==> src/rtl/sra_pkg.sv <==
package sra_pkg;
  localparam int DATA_W     = 8;
  localparam int ADDR_W     = 7;
  localparam int DEC_W      = ADDR_W - 1;
  localparam int SEL_W      = 3;
  localparam int NUM_GP     = 5;
  localparam int CTL_IDX    = 5;
  localparam int CTL_W      = 5;
  localparam int FRAME_BITS = 1 + ADDR_W + DATA_W;
  localparam int CNT_W      = $clog2(FRAME_BITS + 1);
  localparam int DIDX_W     = $clog2(DATA_W);
  localparam int AIDX_W     = $clog2(DEC_W);

  // control register bit positions, decoded by the clock generator
  localparam int CB_OUT1_DIV8 = 0;
  localparam int CB_OUT2_DIV8 = 1;
  localparam int CB_OUT2_EN   = 2;
  localparam int CB_OUT1_EN   = 3;
  localparam int CB_FRAME8K   = 4;

  typedef struct packed {
    logic              en;
    logic [DEC_W-1:0]  addr;
    logic [DATA_W-1:0] data;
  } wr_req_t;
endpackage

==> src/rtl/sra_sync.sv <==
module sra_sync #(
  parameter int          W       = 1,
  parameter int          STAGES  = 2,
  parameter logic [W-1:0] RST_VAL = '0
) (
  input  logic         clk,
  input  logic         rst_n,
  input  logic [W-1:0] d,
  output logic [W-1:0] q
);
  logic [W-1:0] stg_q [STAGES];

  for (genvar s = 0; s < STAGES; s++) begin : g_stage
    logic [W-1:0] stg_d;
    if (s == 0) begin : g_first
      assign stg_d = d;
    end else begin : g_next
      assign stg_d = stg_q[s-1];
    end
    always_ff @(posedge clk or negedge rst_n) begin
      if (!rst_n) stg_q[s] <= RST_VAL;
      else        stg_q[s] <= stg_d;
    end
  end

  assign q = stg_q[STAGES-1];
endmodule

==> src/rtl/sra_frame.sv <==
module sra_frame
  import sra_pkg::*;
(
  input  logic              clk,
  input  logic              rst_n,
  input  logic              cs_n_s,
  input  logic              sclk_s,
  input  logic              sdi_s,
  input  logic [DATA_W-1:0] rd_data,
  output logic [DEC_W-1:0]  rd_addr,
  output wr_req_t           wr_req,
  output logic              sdo,
  output logic              sdo_oe
);
  localparam logic [CNT_W-1:0] CNT_ADDR_END = CNT_W'(DEC_W);
  localparam logic [CNT_W-1:0] CNT_DATA0    = CNT_W'(1 + ADDR_W);
  localparam logic [CNT_W-1:0] CNT_LAST     = CNT_W'(FRAME_BITS - 1);
  localparam logic [CNT_W-1:0] CNT_END      = CNT_W'(FRAME_BITS);

  logic              sclk_d_q;
  logic              rise, fall, cs_act;
  logic [CNT_W-1:0]  cnt_q, cnt_d;
  logic              rw_q, rw_d;
  logic [DEC_W-1:0]  addr_q, addr_d;
  logic [DATA_W-2:0] wdat_q, wdat_d;
  wr_req_t           wr_q, wr_d;
  logic              sdo_q, sdo_d;
  logic              oe_q, oe_d;
  logic [AIDX_W-1:0] a_idx;
  logic [DIDX_W-1:0] d_idx;

  assign rise   = sclk_s & ~sclk_d_q;
  assign fall   = ~sclk_s & sclk_d_q;
  assign cs_act = ~cs_n_s;
  assign a_idx  = AIDX_W'(cnt_q - CNT_W'(1));
  assign d_idx  = DIDX_W'(cnt_q - CNT_DATA0);

  always_comb begin
    cnt_d  = cnt_q;
    rw_d   = rw_q;
    addr_d = addr_q;
    wdat_d = wdat_q;
    wr_d   = '0;
    sdo_d  = sdo_q;
    oe_d   = oe_q;
    if (!cs_act) begin
      cnt_d = '0;
      oe_d  = 1'b0;
    end else begin
      if (rise && (cnt_q != CNT_END)) begin
        cnt_d = cnt_q + CNT_W'(1);
        if (cnt_q == '0) begin
          rw_d = sdi_s;
        end else if (cnt_q <= CNT_ADDR_END) begin
          addr_d[a_idx] = sdi_s;
        end else if (cnt_q == CNT_LAST) begin
          if (!rw_q) begin
            wr_d.en   = 1'b1;
            wr_d.addr = addr_q;
            wr_d.data = {sdi_s, wdat_q};
          end
        end else if (cnt_q >= CNT_DATA0) begin
          wdat_d[d_idx] = sdi_s;
        end
      end
      if (fall) begin
        if (rw_q && (cnt_q >= CNT_DATA0) && (cnt_q < CNT_END)) begin
          oe_d  = 1'b1;
          sdo_d = rd_data[d_idx];
        end else begin
          oe_d = 1'b0;
        end
      end
    end
  end

  always_ff @(posedge clk or negedge rst_n) begin
    if (!rst_n) begin
      sclk_d_q <= 1'b0;
      cnt_q    <= '0;
      rw_q     <= 1'b0;
      addr_q   <= '0;
      wdat_q   <= '0;
      wr_q     <= '0;
      sdo_q    <= 1'b0;
      oe_q     <= 1'b0;
    end else begin
      sclk_d_q <= sclk_s;
      cnt_q    <= cnt_d;
      rw_q     <= rw_d;
      addr_q   <= addr_d;
      wdat_q   <= wdat_d;
      wr_q     <= wr_d;
      sdo_q    <= sdo_d;
      oe_q     <= oe_d;
    end
  end

  assign rd_addr = addr_q;
  assign wr_req  = wr_q;
  assign sdo     = sdo_q & oe_q;
  assign sdo_oe  = oe_q;

  // the bit counter never runs past one frame
  p_cnt_sat_r10: assert property (@(posedge clk) disable iff (!rst_n)
    cnt_q <= CNT_END);
  // a released select clears the frame
  p_cnt_clr_r9: assert property (@(posedge clk) disable iff (!rst_n)
    !cs_act |=> (cnt_q == '0));
  // a write strobe only follows a complete write frame
  p_wr_full_r9: assert property (@(posedge clk) disable iff (!rst_n)
    wr_q.en |-> (cnt_q == CNT_END) && !rw_q);
  // output drive only in the data phase of a read
  p_oe_phase_r8: assert property (@(posedge clk) disable iff (!rst_n)
    oe_q |-> rw_q && (cnt_q >= CNT_DATA0) && cs_act);
  // serial data out moves only after a falling serial edge
  p_sdo_fall_r12: assert property (@(posedge clk) disable iff (!rst_n)
    !$stable(sdo_q) |-> $past(fall));
endmodule

==> src/rtl/sra_regbank.sv <==
module sra_regbank
  import sra_pkg::*;
(
  input  logic                     clk,
  input  logic                     rst_n,
  input  wr_req_t                  wr_req,
  input  logic [DEC_W-1:0]         rd_addr,
  output logic [DATA_W-1:0]        rd_data,
  output logic [NUM_GP*DATA_W-1:0] gp_regs,
  output logic [CTL_W-1:0]         ctl
);
  logic              wr_hit, rd_hit;
  logic [SEL_W-1:0]  wr_idx, rd_idx;
  logic [NUM_GP-1:0] we_gp;
  logic              we_ctl;
  logic [DATA_W-1:0] gp_q [NUM_GP];
  logic [CTL_W-1:0]  ctl_q, ctl_d;

  // only the low index bits select; the bits above must be zero
  assign wr_hit = (wr_req.addr[DEC_W-1:SEL_W] == '0);
  assign rd_hit = (rd_addr[DEC_W-1:SEL_W] == '0);
  assign wr_idx = wr_req.addr[SEL_W-1:0];
  assign rd_idx = rd_addr[SEL_W-1:0];

  always_comb begin
    for (int i = 0; i < NUM_GP; i++) begin
      we_gp[i] = wr_req.en && wr_hit && (wr_idx == SEL_W'(i));
    end
    we_ctl = wr_req.en && wr_hit && (wr_idx == SEL_W'(CTL_IDX));
    ctl_d  = wr_req.data[CTL_W-1:0];
  end

  for (genvar g = 0; g < NUM_GP; g++) begin : g_gp
    logic [DATA_W-1:0] gp_d;
    assign gp_d = wr_req.data;
    always_ff @(posedge clk or negedge rst_n) begin
      if (!rst_n)        gp_q[g] <= '0;
      else if (we_gp[g]) gp_q[g] <= gp_d;
    end
    assign gp_regs[g*DATA_W +: DATA_W] = gp_q[g];
  end

  always_ff @(posedge clk or negedge rst_n) begin
    if (!rst_n)      ctl_q <= '0;
    else if (we_ctl) ctl_q <= ctl_d;
  end

  always_comb begin
    rd_data = '0;
    if (rd_hit) begin
      for (int i = 0; i < NUM_GP; i++) begin
        if (rd_idx == SEL_W'(i)) rd_data = gp_q[i];
      end
      if (rd_idx == SEL_W'(CTL_IDX)) rd_data = DATA_W'(ctl_q);
    end
  end

  assign ctl = ctl_q;

  // writes that select no register leave the bank unchanged
  p_rsv_hold_r5: assert property (@(posedge clk) disable iff (!rst_n)
    (wr_req.en && (!wr_hit || (wr_idx > SEL_W'(CTL_IDX)))) |=> $stable(ctl_q) && $stable(gp_regs));
  // unselected reads return zero
  p_rsv_rd_r5: assert property (@(posedge clk) disable iff (!rst_n)
    (!rd_hit || (rd_idx > SEL_W'(CTL_IDX))) |-> (rd_data == '0));
  // upper bits of the control register read as zero
  p_ctl_top_r3: assert property (@(posedge clk) disable iff (!rst_n)
    (rd_hit && (rd_idx == SEL_W'(CTL_IDX))) |-> (rd_data[DATA_W-1:CTL_W] == '0));
endmodule

==> src/rtl/sra_serial_regs.sv <==
module sra_serial_regs
  import sra_pkg::*;
#(
  parameter int SYNC_STAGES = 2
) (
  input  logic                     clk,
  input  logic                     rst_n,
  input  logic                     cs_n,
  input  logic                     sclk,
  input  logic                     sdi,
  output logic                     sdo,
  output logic                     sdo_oe,
  output logic [NUM_GP*DATA_W-1:0] gp_regs,
  output logic                     out1_div8,
  output logic                     out2_div8,
  output logic                     out2_en,
  output logic                     out1_en,
  output logic                     frame8k_en
);
  logic              rst_meta_q, rst_sync_q;
  logic [2:0]        pins_s;
  logic [DATA_W-1:0] rd_data;
  logic [DEC_W-1:0]  rd_addr;
  wr_req_t           wr_req;
  logic [CTL_W-1:0]  ctl;

  // asynchronous assert, synchronous release
  always_ff @(posedge clk or negedge rst_n) begin
    if (!rst_n) begin
      rst_meta_q <= 1'b0;
      rst_sync_q <= 1'b0;
    end else begin
      rst_meta_q <= 1'b1;
      rst_sync_q <= rst_meta_q;
    end
  end

  sra_sync #(.W(3), .STAGES(SYNC_STAGES), .RST_VAL(3'b100)) u_sync (
    .clk   (clk),
    .rst_n (rst_sync_q),
    .d     ({cs_n, sclk, sdi}),
    .q     (pins_s)
  );

  sra_frame u_frame (
    .clk     (clk),
    .rst_n   (rst_sync_q),
    .cs_n_s  (pins_s[2]),
    .sclk_s  (pins_s[1]),
    .sdi_s   (pins_s[0]),
    .rd_data (rd_data),
    .rd_addr (rd_addr),
    .wr_req  (wr_req),
    .sdo     (sdo),
    .sdo_oe  (sdo_oe)
  );

  sra_regbank u_bank (
    .clk     (clk),
    .rst_n   (rst_sync_q),
    .wr_req  (wr_req),
    .rd_addr (rd_addr),
    .rd_data (rd_data),
    .gp_regs (gp_regs),
    .ctl     (ctl)
  );

  assign out1_div8  = ctl[CB_OUT1_DIV8];
  assign out2_div8  = ctl[CB_OUT2_DIV8];
  assign out2_en    = ctl[CB_OUT2_EN];
  assign out1_en    = ctl[CB_OUT1_EN];
  assign frame8k_en = ctl[CB_FRAME8K];
endmodule

==> config.mk <==
export PLATFORM = sky130hd
export DESIGN_NAME = sra_serial_regs
export DESIGN_NICKNAME = d
export VERILOG_FILES = /design/src/rtl/sra_pkg.sv /design/src/rtl/sra_sync.sv /design/src/rtl/sra_frame.sv /design/src/rtl/sra_regbank.sv /design/src/rtl/sra_serial_regs.sv
export SDC_FILE = /design/constraint.sdc
export NUM_CORES = 1
export LEC_CHECK = 0
export ABC_AREA = 0
export BUFFER_PORTS_ARGS = -buffer_cell sky130_fd_sc_hd__buf_2
export CAP_MARGIN = 5
export CELL_PAD_IN_SITES_DETAIL_PLACEMENT = 1
export CELL_PAD_IN_SITES_GLOBAL_PLACEMENT = 1
export CORE_ASPECT_RATIO = 2
export CORE_MARGIN = 4
export CORE_UTILIZATION = 50
export DETAILED_ROUTE_END_ITERATION = 10
export MAX_ROUTING_LAYER = met4
export PLACE_DENSITY_LB_ADDON = 0.15
export SYNTH_ARGS = -nofsm -noshare
export SYNTH_HDL_FRONTEND = slang
export SYNTH_SLANG_ARGS = --single-unit
==> constraint.sdc <==
create_clock -name clk -period 6.7 [get_ports clk]
set_input_delay 1.34 -clock clk [delete_from_list [all_inputs] [get_ports clk]]
set_output_delay 1.34 -clock clk [all_outputs]
set_load 0.02 [all_outputs]
* After elaboration in Yosys (flattened, before gate mapping) *
Index checks and enable logic that the tools add are counted.

storage, ports and cells
  bits in registers = 90
  output and inout port bits = 47

operators by class
  add/subtract/negate cells = 3
  $lt $le $gt $ge = 7
  equal/unequal tests = 12
  mux-type cells = 26
  bitwise gates (word level) = 9
  reductions and logical operators = 23

operator list
  cell                                                                                  number
  15-bit two-way mux                                                                    6
  8-bit two-way mux                                                                     7
  3-bit by 2-bit == test with 1-bit output (second input constant)                      4
  3-bit == test (second input constant)                                                 4
  1-bit logical AND                                                                     12
  3-bit logical NOT                                                                     4
  5-bit two-way mux                                                                     2
  3-bit by 4-bit < comparator with 1-bit output (second input constant)                 2
  7-bit bitwise mux                                                                     1
  6-bit bitwise mux                                                                     1
  1-bit demux with 3-bit select                                                         2
  3-bit by 1-bit == test with 1-bit output (second input constant)                      2
  3-bit by 1-bit greater-or-equal comparator with 1-bit output (second input constant)  2
  1-bit two-way mux                                                                     6
  1-bit inverter                                                                        6
  3-bit AND reduction                                                                   2
  6-bit AND reduction                                                                   1
  3-bit by 1-bit subtractor with 3-bit output (second input constant)                   2
  5-bit by 1-bit adder with 5-bit output (second input constant)                        1
  5-bit by 4-bit == test with 1-bit output (second input constant)                      1
  5-bit by 4-bit greater-or-equal comparator with 1-bit output (second input constant)  1
  5-bit by 3-bit <= comparator with 1-bit output (second input constant)                1
  5-bit logical NOT                                                                     1
  5-bit < comparator (second input constant)                                            1
  5 further kinds                                                                       8

* Longest topological paths before layout *
Gate-level depths: netlist of the first run.

  depth after elaboration = 10
  mapped depth = 9
  mapped depth without buffers = 8

* Modules after synthesis *
Synthesis of the first run repeated with hierarchy kept, for this count alone.

unflattened totals
  cells, all modules = 327
  area total of the unflattened synthesis = 4127.7 um^2

by module, submodules not included
  module           instances  cells each  area an instance (um^2)  seq. area each (um^2)
  sra_regbank      1          169         2178.3                   1126.1
  sra_frame        1          149         1742.9                   925.9
  sra_sync         1          6           152.6                    152.6
  sra_serial_regs  1          3           53.8                     50.0

* Worst setup path before layout of the first run *
Ideal clock, no wire load.

  kind = reg2reg
  start point = register u_frame.cnt_q[0]
  end point = register u_frame.addr_q[4] (netlist: u_frame.rd_addr[4])
  setup time = 125 ps
  data arrival time = 2053 ps
  path slack = 4523 ps
  cell stages (with the launch flop) = 7
  buffers on the path = 0
  cell sequence = dfrtp_1 > clkinv_1 > ha_1 > or4b_1 > o2111ai_4 > or4_1 > mux2_2

between the ends
  cells in the longest elaborated chain, start to end = 6
  elaborated cells between the ends (all ways) = 13

RTL lines
  element                                                                                                                                                     line             text
  start, declared                                                                                                                                             sra_frame.sv:22  logic [CNT_W-1:0] cnt_q, cnt_d;
  start signal, assigned                                                                                                                                      sra_frame.sv:89  cnt_q <= cnt_d;
  3-bit by 1-bit subtractor with 3-bit output                                                                                                                 sra_frame.sv:35  assign a_idx = AIDX_W'(cnt_q - CNT_W'(1));
  3-bit by 4-bit < comparator with 1-bit output (not written as such) / 3-bit by 1-bit greater-or-equal comparator with 1-bit output (equally long branches)  sra_frame.sv:55  addr_d[a_idx] = sdi_s;
  1-bit logical AND (not written as such)                                                                                                                     sra_frame.sv:55
  1-bit two-way mux (not written as such)                                                                                                                     sra_frame.sv:55
  1-bit demux with 3-bit select                                                                                                                               --
  6-bit bitwise mux                                                                                                                                           sra_frame.sv:55
  end signal, assigned                                                                                                                                        sra_frame.sv:91  addr_q <= addr_d;
  end, declared                                                                                                                                               sra_frame.sv:24  logic [DEC_W-1:0] addr_q, addr_d;

Several ways; a longest one is shown, not always the timed one.
A chain may end at the register's enable or synchronous reset.

==> metrics, run 1 <==
Via density 5.82; hold buffers post-CTS 0; clk_skew 5.51 ps; placed cell area 0.00438 mm2; Synth Area in XOR/XNOR 0.863%; Worst setup startpoint u_frame.cnt_q[0]; Pwr per Cell Area 250 mW/mm2; GRT Util Overall 23.2%; top cell type by total area after synthesis dfrtp_1; GP Congestion 0.909; initial antenna violation count 0; CP startpoint kind flop; number of I/O port buffers 51; Fmax 0.338 GHz; Inst Count DP 451; post-synthesis compound-gate area fraction 5.27%; global-route wire length before repair 16300 um; routed vias 2716; CTS buffer count 9; DRT antenna net count 0; Num Clock Sinks 90; Die Span X 71.7 um; Sw Pwr 246 uW; die footprint 0.00971 mm2; worst hold start u_sync.g_stage[1].stg_d[0]; Synth-to-Final Area Change 16.3%; worst skew pair latency 340 ps; top-area cell type share of the netlist area 54.3%; Cell Rows 46; Post-Synthesis Cell Area 0.00406 mm2; Die Y between 100 and 150 um; Post-DP HPWL 7310 um; Int Pwr 936 uW; final std cells w/o fill 467; R2R depth 6; crit-path max FO 16; headroom to the max-slew limit between 20% and 30%; total of flip-flops plus latches after synthesis 90; overall power 1.18 mW; Min-Delay Path Class reg -> reg; final worst setup slack 3740 ps; hold depth 0; Antenna diodes 0; detailed-route wire length slightly above 10000 um; synth warn 0; LEAKAGE approximately 2.3 nW; synth top area cells dfrtp_1, mux2_2, mux2i_1; Initial Util between 50% and 60%; Core Region 0.00794 mm2; Slew Limit Fails 0; reg2reg start u_frame.cnt_q[0]; ys flop type dfrtp_1; CTS tree done; Mapped Nets roughly 330; fraction of the mapped netlist area in adder cells about 1.5%; critical path, cell by cell clkinv_1 > ha_1 > o21ai_0 > nand3b_1 > nor2_1 > and2_1; slowest stage cell, crit path dfrtp_1; Resized cells post-CTS 0; Post-synth ARST share 100%; Cell variety after synth 58; mux share of post-synthesis cell area 20.5%; Post-Route Setup TNS 0 ps; min cycle time layout 2960 ps; DRC viols 0; worst-margin pin slew 1130 ps; total grt overflow 0; largest family of logic cells by synthesized area multiplexers; Reg power frac 48.9%; layout cells sized above 1 38.5%; Worst path top cell family by delay simple AND/OR/NAND/NOR gates; clk buf depth 2; Mapped Cells 315; Seq/Total Area, Yosys 55.6%; vias in the first global route between 2000 and 3000; setup bufs post-CTS 0; Syn Area/Cell 12.9 um2; WS Path Type reg -> reg; WHS 353 ps; pre-CTS setup slack 3770 ps; simple-gate share of the synthesized area about 14%; pin count of the biggest net entering global routing 89; Hold Path End u_sync.q[0]; period utilization 44.2%; Comb pwr share 3.2%; CP bufs+invs 1; Slowest Stage Delay on Critical Path ~700 ps; setup slack, reg-to-reg approximately 3700 ps; IO Pins 52; drt pass-1 iters 4; CTS H-tree depth 3; CP Capture Type flop; final-report hold violation count 0; initial DRC count roughly 150; WP data required 6970 ps; Critical R2R Capture u_frame.wr_req[13]; Final setup violation count 0; Post-synth EDFFs 0; Max-Cap Viols 0; Clk pin slew, worst setup/hold paths approximately 60 ps; Root Buffer clkbuf_16; final instance area 0.00472 mm2; RSZ-0062 raised after global routing false; IR drop worst, VDD between 150 and 200 uV; Net Sw Frac between 20% and 30%; final net count approximately 380; status complete, no violations; Layout Utilization 59.4%; clock network power share a little under half; routed len/inst 21.6 um; Critical Path AT 3230 ps
-- power groups by stage --
| stage | Combinational, mW | Sequential [mW] | Clock (mW) |
|---|---|---|---|
| after floorplan | 0.0337 | 0.577 | 0 |
| after global placement | 0.0365 | 0.587 | 0 |
| after detailed placement | 0.0376 | 0.588 | 0 |
| after CTS | 0.0382 | 0.579 | 0.576 |
| after global routing | 0.0421 | 0.582 | 0.599 |
| final | 0.0379 | 0.578 | 0.566 |
-- sequential cells by signal, summed over array words and instances (netlist names) --
name / count
u_sync.g_stage.stg_d: 3
u_frame.sdo_q: 1
u_frame.rd_addr: 6
u_frame.sclk_d_q: 1
u_frame.wr_req: 15
u_frame.wdat_q: 7
u_sync.q: 3
rst_meta_q: 1
u_frame.rw_q: 1
u_bank.gp_regs: 40
u_bank.ctl: 5
rst_sync_q: 1
u_frame.cnt_q: 5
u_frame.sdo_oe: 1
-- cell type report --
type / instances / area [um2]
Inverter: 6 / 22.5
Multi-Input combinational cell: 207 / 1720
Timing Repair Buffer: 52 / 263
Fill cell: 813 / 3220
Clock inverter: 5 / 103
Clock buffer: 11 / 233
Tap cell: 96 / 120
Sequential cell: 90 / 2260
-- cells in the mapped netlist (all sizes together) (2+ instances only) --
library cell   n
a21oi          5
and2          13
and2b          3
buf            4
clkbuf         8
dfrtp         88
dfstp          2
ha             5
inv            5
mux2          62
mux2i         11
nand2         14
nand2b         5
nand3          2
nand4          4
nor2          24
nor2b          3
nor3           9
nor3b          2
nor4           4
nor4b          2
o2111ai        3
o21ai          4
o22ai          5
or4            2
or4b           3
xnor2          2
xor2           2
-- cells in the final DEF (no fill, tap or decap), types with 3 or more instances in the layout --
master and instances:
inv_1 5, mux2i_1 11, bufinv_16 3, nor2b_1 3
dfrtp_1 87, mux2_2 60, o22ai_1 5, and2b_1 3
nor2_1 23, and2_1 13, buf_2 51, nor4_1 4
a21oi_1 5, o21ai_0 4, nand2_1 13, nor3_1 8
clkbuf_16 9, nand2b_1 5, nand4_1 4, ha_1 5
-- per-layer routing --
metal  vias up  global-route usage [%]  wire (um)
met4         0                    10.6        337
met5         -                       -          0
met3        19                    3.12        251
li1       1230                       -          -
met1      1415                    24.5       3680
met2        52                    41.9       5830
-- worst max-delay path by stage --
stage	endpoint	cells after the start	slack, ps
2_1_floorplan	u_bank.ctl[0]	0	4010
3_3_place_gp	u_frame.rd_addr[3]	8	3960
3_5_place_dp	u_frame.wr_req[13]	6	3770
4_1_cts	u_frame.wr_req[13]	6	3710
5_1_grt	u_frame.wr_req[3]	6	3450
6_report	u_frame.wr_req[13]	6	3740
-- kinds of logic (layout without fill, tap and decap cells) --
group                      count (synthesis)  after routing
DFF                                       90             90
adders and majority gates                  5              5
xor gates and xnor gates                   4              4
muxes                                     74             74
other                                      1              1
AOI/OAI and AO/OA                         27             27
and+or+nand+nor                           96             96
buffers and inverters                     18             74
(Power assumes the default switching activity.)
==> run 2, diff against run 1 <==
- CORE_UTILIZATION: 50 -> 47
- clock period: 6.7 -> 3.1 ns (I/O delays scaled with it)
==> metrics, run 2 (synthesis gave the netlist of run 1 again) <==
CP Capture Type flop; WS Path Type reg -> reg; global-route wire length before repair 16500 um (+1.2%); worst skew pair latency 340 ps (about the same); Max-Cap Viols 0 (unchanged); Num Clock Sinks 90 (unchanged); IO Pins 52 (unchanged); layout cells sized above 1 39.6% (+1.1 points); Die Span X 73.7 um (+2.8%); initial antenna violation count 0 (unchanged); Die Y 139 um (+3.0%); final-report hold violation count 0 (unchanged); Core Region 0.00835 mm2 (+5.1%); Initial Util 48.6% (-2.5 points); Via density 5.69 (-2.2%); Antenna diodes 0 (unchanged); status complete, no violations; Pwr per Cell Area 545 mW/mm2 (+120%); final net count 381 (+1.3%); WP data required 3320 ps (-3650 ps); clk_skew 5.10 ps (-0.418 ps); most frequent cells in the layout dfrtp_1, mux2_2, buf_2; Slowest Stage Delay on Critical Path 580 ps (-130 ps); setup bufs post-CTS 0 (unchanged); Final setup violation count 0 (unchanged); Sw Pwr 534 uW (+120%); Synth-to-Final Area Change 17.8%; headroom to the max-slew limit 24.4% (-0.52 points); hold buffers post-CTS 0 (unchanged); worst-margin pin slew 1130 ps (+7.73 ps); Clk pin slew, worst setup/hold paths 60 ps (about the same); Resized cells post-CTS 0 (unchanged); vias in the first global route 3009 (+3.6%); Reg power frac 47.8% (-1.1 points); drt pass-1 iters 4 (unchanged); initial DRC count 129 (-12%); LEAKAGE 2.34 nW (+1.5%); Comb pwr share 3.5% (+0.3 points); Slew Limit Fails 0 (unchanged); routed vias 2697 (-0.70%); Multi-input gate area 0.00172 mm2 (unchanged); most common cell after layout, fill and taps aside dfrtp_1; DRC viols 0 (unchanged); Root Buffer clkbuf_16; max FFs per register 40 (unchanged); IR drop worst, VDD 444 uV (+170%); number of I/O port buffers 51 (unchanged); CTS H-tree depth 3 (unchanged); Int Pwr 2.07 mW (+120%); cell mode on critical path ha_1; WHS 50.6 ps (-303 ps); detailed-route wire length 10000 um (-0.98%); Post-Route Setup TNS 0 ps (unchanged); min cycle time layout 2390 ps (-573 ps); die footprint 0.0103 mm2 (+5.8%); clock network power share 48.8% (+0.9 points); GRT Util Overall 22.1% (-1.1 points); crit-path max FO 12 (-4); total grt overflow 0 (unchanged); routed len/inst 21.1 um (-2.4%); GP Congestion 0.861 (-5.3%); critical path, cell by cell ha_1 > and3_1 > ha_1 > or4_4 > nor3_1 > mux2_1; CTS tree done; CP startpoint kind flop; period utilization 77.0% (+33 points); overall power 2.61 mW (+120%); CTS buffer count 9 (unchanged); Post-DP HPWL 7340 um (+0.42%); FF+latch area 0.00226 mm2 (unchanged); filler cell count in the final layout 877 (+7.9%); RSZ-0062 raised after global routing false; Cell Rows 47 (+2.2%); Fmax 0.419 GHz (+24%); Min-Delay Path Class in -> async; pin count of the biggest net entering global routing 89 (unchanged); Critical Path AT 2610 ps (-620 ps); slowest stage cell, crit path or4_4; Net Sw Frac 20.5% (-0.28 points); DRT antenna net count 0 (unchanged); clk buf depth 2 (unchanged)
-- run 2: stage by stage --
step | instances | utilization (%) | cell area, um2 | worst slack (ps)
global placement | 458 | 53.0 | 4420 | 792
finish | 474 | 57.2 | 4780 | 713
global route | 474 | 57.2 | 4780 | 536
CTS | 474 | 57.2 | 4780 | 717
detailed placement | 458 | 53.0 | 4420 | 714
floorplan | 315 | - | 4060 | 411
-- run 2: layout make-up --
type                            instances  share of cell area (%)
Inverter                                6                   0.471
Clock buffer                           12                    5.37
Tap cell                               98                    2.57
Multi-Input combinational cell        207                    36.0
Timing Repair Buffer                   57                    6.28
Clock inverter                          4                    2.04
Sequential cell                        90                    47.3
-- run 2: power groups by stage --
stage	Sequential, mW	Clock [mW]	Combinational [mW]
after global placement	1.27	0	0.0866
after global routing	1.25	1.34	0.101
after floorplan	1.25	0	0.0728
after detailed placement	1.27	0	0.0900
after CTS	1.25	1.30	0.0905
final	1.25	1.27	0.0902
-- run 2: critical path: cells and delay by family, from the launching register on --
family	cells	cell delay (ps)
mux	1	340
fa+ha+maj	2	470
simple gates	3	940
flops	1	510
-- run 2: worst paths after layout --
check                                     end  cells past startpoint        startpoint  slack, ps
hold reg to reg                    rst_sync_q                      0        rst_meta_q        350
max in group asynchronous  u_frame.wr_req[10]                      0        rst_sync_q       1810
setup reg to reg            u_frame.wdat_q[0]                      6  u_frame.cnt_q[1]        710
hold / removal                     rst_meta_q                      1             rst_n         50
min in group clk                   rst_sync_q                      0        rst_meta_q        350
setup / recovery            u_frame.wdat_q[0]                      6  u_frame.cnt_q[1]        710
-- run 2: metal layers --
layer | vias to the layer above | share of wire, % | GRT usage (%)
met1 | 1398 | 38 | 23.3
li1 | 1239 | - | -
met5 | - | 0 | -
met2 | 48 | 57 | 39.5
met3 | 12 | 2.9 | 3.61
met4 | 0 | 2.0 | 8.50
==> run 3, diff against run 2 <==
- ABC_AREA: 0 -> 1
- CORE_UTILIZATION: 47 -> 43
- clock period: 3.1 -> 2.46 ns (I/O delays scaled with it)
==> metrics, run 3 <==
initial DRC count 216 (+67%); DRT antenna net count 0 (unchanged); hold depth 1; initial antenna violation count 0 (unchanged); drt pass-1 iters 4 (unchanged); Min-Delay Path Class in -> reg; Slew Limit Fails 0 (unchanged); CP Capture Type flop; Post-Synthesis Cell Area 0.00398 mm2 (-1.8%); Antenna diodes 0 (unchanged); total of flip-flops plus latches after synthesis 90 (unchanged); GRT Util Overall 23.1% (+0.98 points); Post-Route Setup TNS 0 ps (unchanged); detailed-route wire length 11400 um (+14%); Slowest Stage Delay on Critical Path 780 ps (+200 ps); layout cells sized above 1 16.3% (-23 points); cell mode on critical path nand2_1; final worst setup slack 478 ps (-234 ps); worst hold start cs_n; Pwr per Cell Area 634 mW/mm2 (+16%); CTS buffer count 9 (unchanged); reg2reg start u_frame.rd_addr[0]; clock network power share 43.7% (-5.1 points); IO Pins 52 (unchanged); GP Congestion 0.868 (+0.86%); pre-CTS setup slack 462 ps (-251 ps); Synth-to-Final Area Change 15.8%; Critical R2R Capture u_frame.sdo_q; global-route wire length before repair 18900 um (+15%); pin count of the biggest net entering global routing 58 (-35%); Comb pwr share 3.7% (+0.2 points); R2R depth 11 (+5); Post-synth EDFFs 0 (unchanged); top cells by count, synth nand2_1, dfrtp_1, o21ai_0, inv_1, nor2_1; Syn Area/Cell 8.66 um2 (-33%); Sw Pwr 681 uW (+27%); crit-path max FO 18 (+6); CTS tree done; Max-Cap Viols 0 (unchanged); Cell variety after synth 29 (-50%); RSZ-0062 raised after global routing false; most common cell after layout, fill and taps aside nand2_1; final net count 520 (+36%); Via density 5.37 (-5.6%); most common cell in the netlist nand2_1; setup slack, reg-to-reg 480 ps (-230 ps); routed vias 3313 (+23%); die footprint 0.0110 mm2 (+6.7%); most frequent cells in the layout nand2_1, dfrtp_1, o21ai_0; worst skew pair latency 340 ps (about the same); Mapped Nets 470 (+45%); vias in the first global route 3527 (+17%); CTS H-tree depth 3 (unchanged); top-area cell type share of the netlist area 55.3% (+1.0 points); number of I/O port buffers 51 (unchanged); slowest stage cell, crit path dfrtp_1; total grt overflow 0 (unchanged); Net Sw Frac 23.3% (+2.8 points); worst-margin pin slew 757 ps (-377 ps); clk_skew 8.21 ps (+3.12 ps); Post-synth ARST share 100% (unchanged); clk buf depth 2 (unchanged); Initial Util 44.2% (-4.4 points); Post-DP HPWL 8740 um (+19%); min cycle time layout 1980 ps (-406 ps); routed len/inst 18.5 um (-12%); headroom to the max-slew limit 49.5% (+25 points); ys flop type dfrtp_1; Die Y 144 um (+3.4%); setup bufs post-CTS 0 (unchanged); IR drop worst, VDD 434 uV (-2.2%); synth top area cells dfrtp_1, nand2_1, o21ai_0; Mapped Cells 460 (+46%); top cell type by total area after synthesis dfrtp_1; Root Buffer clkbuf_16; Num Clock Sinks 90 (unchanged); Layout Utilization 51.2% (-6.0 points); Clk pin slew, worst setup/hold paths 60 ps (about the same); DRC viols 0 (unchanged); final-report hold violation count 0 (unchanged); WHS 248 ps (+197 ps); WS Path Type reg -> reg; Resized cells post-CTS 0 (unchanged); period utilization 80.6% (+3.5 points); Fmax 0.505 GHz (+20%); status complete, no violations; Core Region 0.00901 mm2 (+7.9%); Reg power frac 52.6% (+4.8 points); critical path, cell by cell inv_1 > nand2_1 > nand3_1 > nand3_1 > nand2_1 > inv_1 > a21oi_1 > nor2_1 > nand3_1 > nand2_1 > nand2_1; CP startpoint kind flop; Die Span X 76.1 um (+3.2%); LEAKAGE 2.24 nW (-4.4%); Final setup violation count 0 (unchanged); Seq/Total Area, Yosys 56.6% (+1.0 points); WP data required 2700 ps (-620 ps); max FFs per register 40 (unchanged); Int Pwr 2.24 mW (+8.2%); synth warn 0 (unchanged); Worst setup startpoint u_frame.rd_addr[0]; Cell Rows 49 (+4.3%); Hold Path End u_sync.g_stage[1].stg_d[2]; Critical Path AT 2220 ps (-390 ps)
==> run 3: cell count changes after synthesis, sizes merged, moves of 5 or more <==
cell,previous run,this run
and2,13,0
inv,5,48
mux2,62,0
mux2i,11,0
nand2,14,111
nand2b,5,0
nand3,2,34
nand4,4,13
nor2,24,46
nor3,9,14
o21ai,4,65
==> run 3: final cells by class <==
| type | count | area [um2] |
|---|---|---|
| clock buffers | 12 | 246 |
| clock inverters | 4 | 27.5 |
| fillers | 1086 | 4400 |
| inverters | 49 | 184 |
| multi-input cells | 306 | 1480 |
| flip-flops and latches | 90 | 2260 |
| well taps | 102 | 128 |
| repair buffers | 54 | 293 |
==> run 3: worst max-delay path by stage <==
stage | to | slack (ps) | cells past startpoint
finish | u_frame.sdo_q | 480 | 11
global route | u_frame.sdo_q | 230 | 12
CTS | u_frame.sdo_q | 460 | 11
detailed placement | u_frame.sdo_q | 460 | 11
global placement | u_frame.sdo_q | 540 | 11
floorplan | u_frame.rd_addr[1] | 650 | 8
==> run 3: metal layers <==
layer	share of wire, %	routed length, um	vias up	GRT usage, %
li1	-	-	1592	-
met1	36	4160	1631	22.9
met2	57	6530	74	43.3
met3	3.5	404	16	4.36
met4	2.9	331	0	9.77
met5	0	0	-	-
==> run 3: worst max-delay path, delay by kind of cell, from the launching register on <==
| family | cells | cell delay (ps) |
|---|---|---|
| flops | 1 | 780 |
| buf+inv | 2 | 350 |
| compound gates | 1 | 70 |
| simple gates | 8 | 660 |
==> run 3: what timing repair did <==
action                                  4_1_cts  5_1_grt
endpoints found under the setup margin        0        0
hold endpoints to repair                      2        0
hold buffers                                  1        0
==> run 3: power by group through the flow <==
stage / combinational [mW] / sequential (mW) / clock [mW]
floorplan: 0.0703 / 1.56 / 0
global placement: 0.105 / 1.56 / 0
detailed placement: 0.108 / 1.57 / 0
CTS: 0.111 / 1.54 / 1.31
global route: 0.124 / 1.54 / 1.38
finish: 0.109 / 1.54 / 1.28
==> run 3: kinds of logic (layout without fill, tap and decap cells) <==
group	count (synthesis)	count (layout)	share of synthesized area (%)
and+or+nand+nor	220	220	25.0
DFF	90	90	56.6
AOI/OAI and AO/OA	78	78	9.96
buffers and inverters	64	119	6.31
adders and majority gates	5	5	1.57
xor gates and xnor gates	2	2	0.440
other	1	1	0.0941
==> run 3: through the flow <==
stage	cell area (um2)	total power, mW	std cells
2_1_floorplan	3990	1.63	460
3_5_place_dp	4330	1.67	600
3_3_place_gp	4330	1.67	600
6_report	4610	2.92	617
4_1_cts	4610	2.96	617
5_1_grt	4610	3.04	617
